**src/rtl/pir_pkg.sv**
```systemverilog
package pir_pkg;
  localparam logic [7:0] OFF_LIVE  = 8'h10;
  localparam logic [7:0] OFF_TYPE  = 8'h11;
  localparam logic [7:0] OFF_PHI   = 8'h12;
  localparam logic [7:0] OFF_PLO   = 8'h13;
  localparam logic [7:0] OFF_LCLR  = 8'h14;
  localparam logic [7:0] OFF_ENSET = 8'h15;
  localparam logic [7:0] OFF_ENCLR = 8'h16;
  localparam logic [7:0] OFF_LSTS  = 8'h18;
endpackage

```
**src/rtl/pir_input_stage.sv**
```systemverilog
module pir_input_stage #(
  parameter int NSRC = 8
) (
  input  logic            clk,
  input  logic            rst,
  input  logic [NSRC-1:0] raw,
  output logic [NSRC-1:0] level,
  output logic [NSRC-1:0] rise,
  output logic [NSRC-1:0] fall
);
  logic [NSRC-1:0] cur_q, old_q;

  always_ff @(posedge clk) begin
    if (rst) begin
      cur_q <= '0;
      old_q <= '0;
    end else begin
      cur_q <= raw;
      old_q <= cur_q;
    end
  end

  assign level = cur_q;
  assign rise  = cur_q & ~old_q;
  assign fall  = ~cur_q & old_q;
endmodule

```
**src/rtl/pir_latch.sv**
```systemverilog
module pir_latch #(
  parameter int NSRC = 8
) (
  input  logic            clk,
  input  logic            rst,
  input  logic [NSRC-1:0] level,
  input  logic [NSRC-1:0] rise,
  input  logic [NSRC-1:0] fall,
  input  logic [NSRC-1:0] edge_mode,
  input  logic [NSRC-1:0] pol_hi,
  input  logic [NSRC-1:0] pol_lo,
  input  logic [NSRC-1:0] clr_mask,
  output logic [NSRC-1:0] set_ev,
  output logic [NSRC-1:0] lat
);
  logic [NSRC-1:0] lat_q;

  for (genvar i = 0; i < NSRC; i++) begin : g_src
    logic hit_edge, hit_lvl;
    assign hit_edge  = (pol_hi[i] & rise[i]) | (pol_lo[i] & fall[i]);
    assign hit_lvl   = (pol_hi[i] & level[i]) | (pol_lo[i] & ~level[i]);
    assign set_ev[i] = edge_mode[i] ? hit_edge : hit_lvl;

    always_ff @(posedge clk) begin
      if (rst) lat_q[i] <= 1'b0;
      else     lat_q[i] <= (lat_q[i] & ~clr_mask[i]) | set_ev[i];
    end
  end

  assign lat = lat_q;
endmodule

```
**src/rtl/pir_regs.sv**
```systemverilog
module pir_regs #(
  parameter int NSRC   = 8,
  parameter int ADDR_W = 8
) (
  input  logic              clk,
  input  logic              rst,
  input  logic              we,
  input  logic              re,
  input  logic [ADDR_W-1:0] addr,
  input  logic [NSRC-1:0]   wdata,
  input  logic [NSRC-1:0]   level,
  input  logic [NSRC-1:0]   lat,
  output logic [NSRC-1:0]   edge_mode,
  output logic [NSRC-1:0]   pol_hi,
  output logic [NSRC-1:0]   pol_lo,
  output logic [NSRC-1:0]   en,
  output logic [NSRC-1:0]   clr_mask,
  output logic [NSRC-1:0]   rdata
);
  import pir_pkg::*;

  logic [NSRC-1:0] type_q, phi_q, plo_q, en_q, rd_q, rd_mux;

  function automatic logic hit(input logic [ADDR_W-1:0] a, input logic [7:0] off);
    return a == ADDR_W'(off);
  endfunction

  always_ff @(posedge clk) begin
    if (rst) begin
      type_q <= '0;
      phi_q  <= '0;
      plo_q  <= '0;
      en_q   <= '0;
    end else if (we) begin
      if (hit(addr, OFF_TYPE))  type_q <= wdata;
      if (hit(addr, OFF_PHI))   phi_q  <= wdata;
      if (hit(addr, OFF_PLO))   plo_q  <= wdata;
      if (hit(addr, OFF_ENSET)) en_q   <= en_q | wdata;
      if (hit(addr, OFF_ENCLR)) en_q   <= en_q & ~wdata;
    end
  end

  always_comb begin
    rd_mux = '0;
    if      (hit(addr, OFF_LIVE))  rd_mux = level;
    else if (hit(addr, OFF_TYPE))  rd_mux = type_q;
    else if (hit(addr, OFF_PHI))   rd_mux = phi_q;
    else if (hit(addr, OFF_PLO))   rd_mux = plo_q;
    else if (hit(addr, OFF_ENSET)) rd_mux = en_q;
    else if (hit(addr, OFF_ENCLR)) rd_mux = en_q;
    else if (hit(addr, OFF_LSTS))  rd_mux = lat;
  end

  always_ff @(posedge clk) begin
    if (rst)     rd_q <= '0;
    else if (re) rd_q <= rd_mux;
  end

  assign clr_mask  = (we && hit(addr, OFF_LCLR)) ? wdata : '0;
  assign edge_mode = type_q;
  assign pol_hi    = phi_q;
  assign pol_lo    = plo_q;
  assign en        = en_q;
  assign rdata     = rd_q;
endmodule

```
**src/rtl/pir_block.sv**
```systemverilog
module pir_block #(
  parameter int NSRC   = 8,
  parameter int ADDR_W = 8
) (
  input  logic              clk,
  input  logic              rst,
  input  logic              reg_we,
  input  logic              reg_re,
  input  logic [ADDR_W-1:0] reg_addr,
  input  logic [NSRC-1:0]   reg_wdata,
  output logic [NSRC-1:0]   reg_rdata,
  input  logic [NSRC-1:0]   irq_in,
  output logic              irq_req
);
  logic [NSRC-1:0] level, rise, fall;
  logic [NSRC-1:0] edge_mode, pol_hi, pol_lo, en_q, clr_mask;
  logic [NSRC-1:0] set_ev, lat_q;
  logic            req_q;

  pir_input_stage #(.NSRC(NSRC)) u_in (
    .clk(clk), .rst(rst), .raw(irq_in),
    .level(level), .rise(rise), .fall(fall)
  );

  pir_latch #(.NSRC(NSRC)) u_lat (
    .clk(clk), .rst(rst), .level(level), .rise(rise), .fall(fall),
    .edge_mode(edge_mode), .pol_hi(pol_hi), .pol_lo(pol_lo),
    .clr_mask(clr_mask), .set_ev(set_ev), .lat(lat_q)
  );

  pir_regs #(.NSRC(NSRC), .ADDR_W(ADDR_W)) u_regs (
    .clk(clk), .rst(rst), .we(reg_we), .re(reg_re), .addr(reg_addr),
    .wdata(reg_wdata), .level(level), .lat(lat_q),
    .edge_mode(edge_mode), .pol_hi(pol_hi), .pol_lo(pol_lo),
    .en(en_q), .clr_mask(clr_mask), .rdata(reg_rdata)
  );

  always_ff @(posedge clk) begin
    if (rst) req_q <= 1'b0;
    else     req_q <= |(lat_q & en_q);
  end

  assign irq_req = req_q;
endmodule

```
**config.mk**
```make
export PLATFORM = sky130hd
export DESIGN_NAME = pir_block
export DESIGN_NICKNAME = d
export VERILOG_FILES = /design/src/rtl/pir_pkg.sv /design/src/rtl/pir_input_stage.sv /design/src/rtl/pir_latch.sv /design/src/rtl/pir_regs.sv /design/src/rtl/pir_block.sv
export SDC_FILE = /design/constraint.sdc
export NUM_CORES = 1
export LEC_CHECK = 0
export CORE_MARGIN = 5
export CORE_UTILIZATION = 49
export DETAILED_ROUTE_END_ITERATION = 7
export PLACE_DENSITY = 0.8
export SLEW_MARGIN = 15
export SYNTH_ARGS = -nofsm -noshare
export SYNTH_HDL_FRONTEND = slang
export SYNTH_SLANG_ARGS = --single-unit
```
**constraint.sdc**
```tcl
create_clock -name clk -period 2.05 [get_ports clk]
set_clock_uncertainty 0.1 [all_clocks]
set_input_delay 0.41 -clock clk [delete_from_list [all_inputs] [get_ports clk]]
set_output_delay 0.41 -clock clk [all_outputs]
set_load 0.005 [all_outputs]
```
After elaboration in Yosys (flattened, before gate mapping)

Index checks and enable logic that the tools add are counted.

Reductions and logical operators: 7
Muxes and demuxes: 18
Bitwise logic cells: 88
Equality and inequality tests: 8

Operators by type and width:

| kind                 | number |
|---|---|
| $mux W8              | 10 |
| $eq A8 B5 Y1 const B | 8 |
| $and A1 B1 Y1        | 40 |
| $and A8 B8 Y8        | 4 |
| $not A8 Y8           | 3 |
| $or A1 B1 Y1         | 24 |
| $not A1 Y1           | 16 |
| $mux W1              | 8 |
| $or A8 B8 Y8         | 1 |
| $reduce_and A2 Y1    | 4 |
| $reduce_or A8 Y1     | 1 |
| $reduce_bool A2 Y1   | 1 |
| $logic_and A1 B1 Y1  | 1 |

Logic and storage cells: 137
Register bits: 65
Bits of input ports: 28

Logic depth before layout (Yosys ltp)

Gate-level depths: netlist of the first run.

Word-level depth: 8
Mapped depth: 7
Depth with buffers taken out: 5

By module

From an unflattened synthesis of the first run, not the netlist that was laid out.

Cell total of the unflattened synthesis: 348
Area, all modules: 3,274.4 um2

Modules (own cells, without submodules):

| module          | cells each | instances | area an instance (um2) |
|---|---|---|---|
| pir_regs        | 220        | 1         | 2,113.3 |
| pir_input_stage | 49         | 1         | 564.3 |
| pir_latch       | 73         | 1         | 538.0 |
| pir_block       | 6          | 1         | 58.8 |

Worst setup path before layout of the first run

OpenSTA, ideal clock, no wires.

Path kind: input-to-reg
From: input port reg_addr[7]
To: register u_regs.type_q[0], in the netlist u_regs.edge_mode[0]
Data arrival time: 1.912 ns
Slack: -0.089 ns
Required time: 1.822 ns
Setup time: 0.128 ns
Stages: 7
Cell sequence: or4b_1 buf_6 nor4_4 and3_1 buf_6 mux2i_1 nor2_1

Word-level cells in the longest chain between the ends: 2

Ends and longest elaborated chain:

| item                        | RTL line       | source |
|---|---|---|
| start, declared             | pir_block.sv:9 | `input logic [ADDR_W-1:0] reg_addr,` |
| $eq A8 B5 Y1                | pir_regs.sv:25 | `return a == ADDR_W'(off);` |
| $reduce_and A2 Y1 (no line) | n/a            |  |
| end signal, assigned        | pir_regs.sv:35 | `if (hit(addr, OFF_TYPE)) type_q <= wdata;` |
| end, declared               | pir_regs.sv:22 | `logic [NSRC-1:0] type_q, phi_q, plo_q, en_q, rd_q, rd_mux;` |

Every way passes these cells.
A chain may end at the register's enable or synchronous reset.

Worst setup path in the final report of the first run

From: input port reg_addr[0]
To: register u_regs.rd_q[3], in the netlist u_regs.rdata[3]

Word-level cells in the longest chain between the ends: 8
Elaborated cells on any way between the ends: 14
Those cells by class: eq/ne (7); mux (7)

Ends and longest elaborated chain:

| item                 | RTL line       | source |
|---|---|---|
| $eq A8 B5 Y1         | pir_regs.sv:25 |  |
| $mux W8              | pir_regs.sv:51 | `else if (hit(addr, OFF_LSTS)) rd_mux = lat;` |
| $mux W8              | pir_regs.sv:50 | `else if (hit(addr, OFF_ENCLR)) rd_mux = en_q;` |
| $mux W8              | pir_regs.sv:49 | `else if (hit(addr, OFF_ENSET)) rd_mux = en_q;` |
| $mux W8              | pir_regs.sv:48 | `else if (hit(addr, OFF_PLO)) rd_mux = plo_q;` |
| $mux W8              | pir_regs.sv:47 | `else if (hit(addr, OFF_PHI)) rd_mux = phi_q;` |
| $mux W8              | pir_regs.sv:46 | `else if (hit(addr, OFF_TYPE)) rd_mux = type_q;` |
| $mux W8 *            | pir_regs.sv:45 | `if (hit(addr, OFF_LIVE)) rd_mux = level;` |
| end signal, assigned | pir_regs.sv:56 | `else if (re) rd_q <= rd_mux;` |
| end, declared        | pir_regs.sv:22 |  |

Mark *: on every way between the ends. The rest lies on a longest branch, timed or not.

==> results of run 1 <==
==> layout make-up <==
cell class / count / area, um^2 / area share
clock inverter: 7 / 119 / 0.0310
sequential: 65 / 1300 / 0.339
tap: 75 / 93.8 / 0.0245
multi-input combinational: 247 / 1570 / 0.408
inverter: 1 / 3.75 / 0.000979
timing repair buffer: 67 / 627 / 0.163
clock buffer: 9 / 124 / 0.0323
==> repair_timing <==
item | CTS | global route
setup endpoints to repair | 33 | 12
buffers inserted | 2 | 0
pin swaps | 5 | 2
gates resized for setup | 7 | 4
==> power groups by stage <==
| stage | Sequential, mW | Clock [mW] | Combinational [mW] |
|---|---|---|---|
| after floorplan | 1.33 | 0 | 0.117 |
| after global placement | 1.33 | 0 | 0.250 |
| after detailed placement | 1.33 | 0 | 0.254 |
| after CTS | 1.30 | 1.35 | 0.254 |
| after global routing | 1.31 | 1.40 | 0.277 |
| final | 1.30 | 1.34 | 0.260 |
==> per-layer routing <==
layer / share of wire / vias to the layer above / track usage
li1: - / 1320 / -
met1: 0.43 / 1305 / 0.286
met2: 0.46 / 147 / 0.354
met3: 0.079 / 29 / 0.0672
met4: 0.028 / 0 / 0.0921
met5: 0 / - / 0
==> kinds of logic after synthesis <==
kind of cell	share of synthesized area
and+or+nand+nor	0.234
xor gates and xnor gates	0.0269
muxes	0.0750
buffers and inverters	0.0341
DFF	0.443
AOI/OAI and AO/OA	0.187
==> worst max-delay path by stage <==
stage	start	endpoint	slack, ps	cells past startpoint
finish	reg_addr[0]	u_regs.rdata[3]	60	7
global route	reg_addr[0]	u_regs.rdata[6]	2	8
CTS	reg_addr[5]	u_regs.edge_mode[1]	40	7
detailed placement	reg_addr[7]	u_regs.rdata[0]	-430	6
global placement	reg_addr[7]	u_lat.lat[6]	-410	7
floorplan	reg_addr[7]	u_regs.edge_mode[0]	-70	7
==> stage by stage <==
stage	setup WS, ps	setup TNS (ps)	utilization	hold slack [ps]	area (um^2)
3_3_place_gp	-407	-16990	0.603	354	3550
2_1_floorplan	-73.2	-692	-	339	2940
6_report	59.1	0	0.652	319	3830
3_5_place_dp	-425	-18350	0.603	365	3550
5_1_grt	1.51	0	0.652	309	3830
4_1_cts	42.4	0	0.648	302	3810
==> cells in the final DEF (no fill, tap or decap), types with 3 or more instances in the layout <==
cell type / synthesis / final
a211oi_1: 14 / 14
a21oi_1: 44 / 44
a221oi_1: 6 / 4
a22oi_1: 8 / 8
and4_1: 3 / 3
buf_12: 0 / 3
buf_4: 0 / 27
bufinv_16: 0 / 3
clkbuf_8: 0 / 9
clkdlybuf4s50_1: 0 / 30
dfxtp_1: 65 / 65
dlygate4sd2_1: 0 / 4
mux2i_1: 22 / 22
nand2_1: 34 / 34
nand2b_1: 4 / 4
nand3_1: 23 / 23
nor2_1: 24 / 24
nor2b_1: 23 / 23
nor3_1: 6 / 6
o21ai_0: 8 / 8
o31ai_1: 6 / 5
xnor2_1: 9 / 9
==> results.cfg, run 1 <==
[logic_synthesis]
synth_common_cells = dfxtp_1, a21oi_1, nand2_1
synthFlopType = dfxtp_1
synth.largest_area_cell = dfxtp_1
synth_edf_count = 0
ys_top_cells_by_area = dfxtp_1, a21oi_1, mux2i_1
ys_ff_latch = 65
netlist_instances = 333
synth_seq_area_share = 0.443
syn_nets = 361
yosysMostFrequentCell = dfxtp_1
synthArstFlopShare = 0
netlist_area_um2 = 2940
avgSynthCellArea_um2 = 8.81
yosys.area.top_type_share = 0.443
ys_types = 31
yosysWarnings = 0

[clocking]
clk_latency_ps = 350
ctsHoldBuffers = 0
cts.htree.levels = 3
clock_path_buffers = 2
clkSinkCount = 65
clkSlewWorstSetupHoldPaths_ps = 70
cts_tree = done
cts_buffers = 9
root_buffer = clkbuf_8

[detailed_routing]
drc_errors = 0
drt-total-wl_um = 8200
ant_nets = 0
routedWlPerCell_um = 17.4
via_count = 2801
drt-initial-drc-count = 384
via_per_inst = 5.95
firstDrtPassIters = 5

[timing]
hold_viol = 0
max_freq_mhz = 502
setup_viol = 0
finalCriticalPeriod_ps = 1990
rsz0062_at_grt = no
drv_slew = 0
post-route-period-util = 0.971
worst_pin_slew_ps = 386
max-slew-margin-rel = 0.741

[worst_setup_path]
end_kind = register
path_buf_inv = 2
reg2reg_depth = 5
crit_arrival_ps = 2120
rr_startpoint = u_in.level[6]
cp_cell_sequence = clkdlybuf4s50_1 -> buf_4 -> nand2_1 -> nor2_1 -> o31ai_1 -> a221oi_1 -> nor3_1
cpPeakStageDelay_ps = 610
ff2ff_setup_slack_ps = 560
critPathSlowestCell = clkdlybuf4s50_1
cp_max_fo = 7
r2r-end = u_regs.rdata[6]
critPathLaunchType = input pin
cp.required_ps = 2180
critPathKind = input pin to register
crit_family = buffers and inverters

[run]
cap_violations = 0

[grt]
antenna_found_initial = 0
grt_pass1_wl_um = 13100
grtUsageTotal = 0.225
grt_pass1_vias = 2706
grt.overflow.total = 0
grt_max_degree = 54

[placed_design]
dp.final_hpwl_um = 5670
place.gp.congestion = 0.905
dp.cells = 453
numPortBuffers = 36

[die]
row_count = 28
core-area_um2 = 5890
die_w_um = 87.4
fp.dieH_um = 87.4
die_area_um2 = 7640
start_util = 0.499
ios = 37

[pwr]
p_sw_uw = 683
power.density_nw_per_um2 = 756
p_seq_frac = 0.449
internal_power_mw = 2.22
totalPowerFinal_mw = 2.90
ir_drop_v = 0.000456
p_leak_nw = 1.36
swShare = 0.235
p_comb_frac = 0.090
clkPwrFrac = 0.461

[finish]
fin_nets = 419
n_fill_cell = 468
fin_cells = 471
drive_gt1_frac = 0.146
diodes = 0
area_growth_pct = 30.6

[worst_hold_path]
hold_start = rst
min_path_cells = 2
hold_class = input pin to register
min_to = u_in.old_q[1]

[status]
outcome = finished, final reports clean
Note: power is estimated with default switching activity, not from simulation.
==> run 2, diff against run 1 <==
--- a/config.mk
+++ b/config.mk
@@ -8,6 +8,7 @@
 export CORE_MARGIN = 5
 export CORE_UTILIZATION = 49
 export DETAILED_ROUTE_END_ITERATION = 7
+export HOLD_SLACK_MARGIN = 0.06
 export PLACE_DENSITY = 0.8
 export SLEW_MARGIN = 15
 export SYNTH_ARGS = -nofsm -noshare
==> results of run 2 <==
Final layout, timing and power as in run 1 (identical DEF).
==> run 3, diff against run 2 <==
--- a/config.mk
+++ b/config.mk
@@ -14,3 +14,4 @@
 export SYNTH_ARGS = -nofsm -noshare
 export SYNTH_HDL_FRONTEND = slang
 export SYNTH_SLANG_ARGS = --single-unit
+export TNS_END_PERCENT = 1
==> run 3 against run 2 <==
Combinational power rose by 6%. Sequential power hardly changed. Sequential share of layout area decreased by 0.45 points. Global-route usage grew 0.44 points. Final cell count grew 1.7%. Die area did not move. Total power decreased by 8.6%. Setup slack worse by 13 ps. Critical path depth grew 2. First-iteration DRC count decreased by 14%. Clock power down 20%. Critical path type unchanged. Critical endpoint is now u_regs.pol_lo[6].
==> results.cfg, run 3 (synthesized netlist as in run 1, its figures left out) <==
[grt]
grt_pass1_vias = 2752
grt_pass1_wl_um = 13400
antenna_found_initial = 0
grt.overflow.total = 0
grtUsageTotal = 0.229
grt_max_degree = 64

[clocking]
cts_tree = done
root_buffer = clkbuf_8
clkSinkCount = 65
clkSlewWorstSetupHoldPaths_ps = 70
clock_path_buffers = 2
ctsHoldBuffers = 0
cts_buffers = 9
cts.htree.levels = 3
clk_latency_ps = 340

[detailed_routing]
via_per_inst = 5.90
drc_errors = 0
drt-total-wl_um = 8290
firstDrtPassIters = 5
ant_nets = 0
routedWlPerCell_um = 17.3
via_count = 2826
drt-initial-drc-count = 332

[worst_setup_path]
cp_max_fo = 6
crit_arrival_ps = 2130
cp_cell_sequence = clkdlybuf4s15_1 -> or4b_4 -> buf_12 -> nor3_4 -> buf_4 -> nand4_1 -> buf_6 -> nand2_1 -> a21oi_2
path_buf_inv = 4
end_kind = register
reg2reg_depth = 5
crit_family = simple AND/OR/NAND/NOR gates
cp.depth = 9
cpPeakStageDelay_ps = 550
critPathSlowestCell = or4b_4
critPathKind = input pin to register
critPathLaunchType = input pin
cp.required_ps = 2170

[timing]
worst_pin_slew_ps = 346
rsz0062_at_grt = yes
finalCriticalPeriod_ps = 2000
post-route-period-util = 0.978
max-slew-margin-rel = 0.768
setup_viol = 0
hold_viol = 0
setup_tns_ps = 0
max_freq_mhz = 499
fin_ws_ps = 46.1
drv_slew = 0

[finish]
n_fill_cell = 473
diodes = 0
area_growth_pct = 32.4
layout_commonest_cell = dfxtp_1
fin_area_um2 = 3890
drive_gt1_frac = 0.178
layout_common_cells = dfxtp_1, a21oi_1, nand2_1
fin_nets = 427

[placed_design]
post-place-ws_ps = -528
placedInstanceArea_um2 = 3620
numPortBuffers = 36
place.gp.congestion = 0.926
dp.final_hpwl_um = 5850

[die]
core-area_um2 = 5890
fp.dieH_um = 87.4
die_w_um = 87.4
ios = 37
start_util = 0.499
die_area_um2 = 7640
row_count = 28

[pwr]
ir_drop_v = 0.000437
totalPowerFinal_mw = 2.65
p_leak_nw = 1.38
power.density_nw_per_um2 = 682

[worst_hold_path]
hold_class = input pin to register
min_path_cells = 2

[run]
cap_violations = 0

[status]
outcome = finished, final reports clean
-- run 3: metal layers --
layer | track usage | vias up | part of all wire
met5 | 0 | - | 0
met4 | 0.120 | 0 | 0.032
li1 | - | 1328 | -
met1 | 0.288 | 1335 | 0.41
met3 | 0.0473 | 23 | 0.079
met2 | 0.368 | 140 | 0.48
-- run 3: worst paths after layout --
| path | slack [ps] | from | endpoint |
|---|---|---|---|
| worst min register to register | 370 | u_regs.pol_lo[7] | u_regs.pol_lo[7] |
| worst max register to register | 550 | u_in.level[3] | u_regs.rdata[3] |
| worst min-delay path | 260 | rst | u_regs.rdata[7] |
| worst max-delay path | 50 | reg_addr[7] | u_regs.pol_lo[6] |
-- run 3: repair_timing --
action,in CTS,in global routing
resized for setup,15,11
pin swaps,7,6
endpoints found under the setup margin,47,28
setup buffers,2,0
-- run 3: where the power goes --
| part | leakage, nW | switching (mW) | internal, mW |
|---|---|---|---|
| logic | 0.757 | 0.136 | 0.139 |
| registers | 0.528 | 0.0188 | 1.28 |
| clock network | 0.0912 | 0.515 | 0.558 |
-- run 3: stage by stage --
step	hold slack, ps	utilization	instances
floorplan	339	-	333
global route	262	0.660	479
global placement	348	0.616	462
finish	265	0.660	479
detailed placement	360	0.616	462
CTS	223	0.658	480
-- run 3: cell type report --
type | instances | area [um^2] | area share
Clock buffer | 9 | 124 | 0.0319
Clock inverter | 7 | 71.3 | 0.0184
Inverter | 1 | 3.75 | 0.000966
Multi-Input combinational cell | 247 | 1570 | 0.404
Sequential cell | 65 | 1300 | 0.335
Tap cell | 75 | 93.8 | 0.0241
Timing Repair Buffer | 75 | 722 | 0.186
-- run 3: worst register-to-register path, cell delays in order, from the launching register on --
cell      delay [ps]
dfxtp_1          430
nor2b_1          180
a211oi_1          70
o31ai_1          320
a221oi_1         150
nor3_1           190
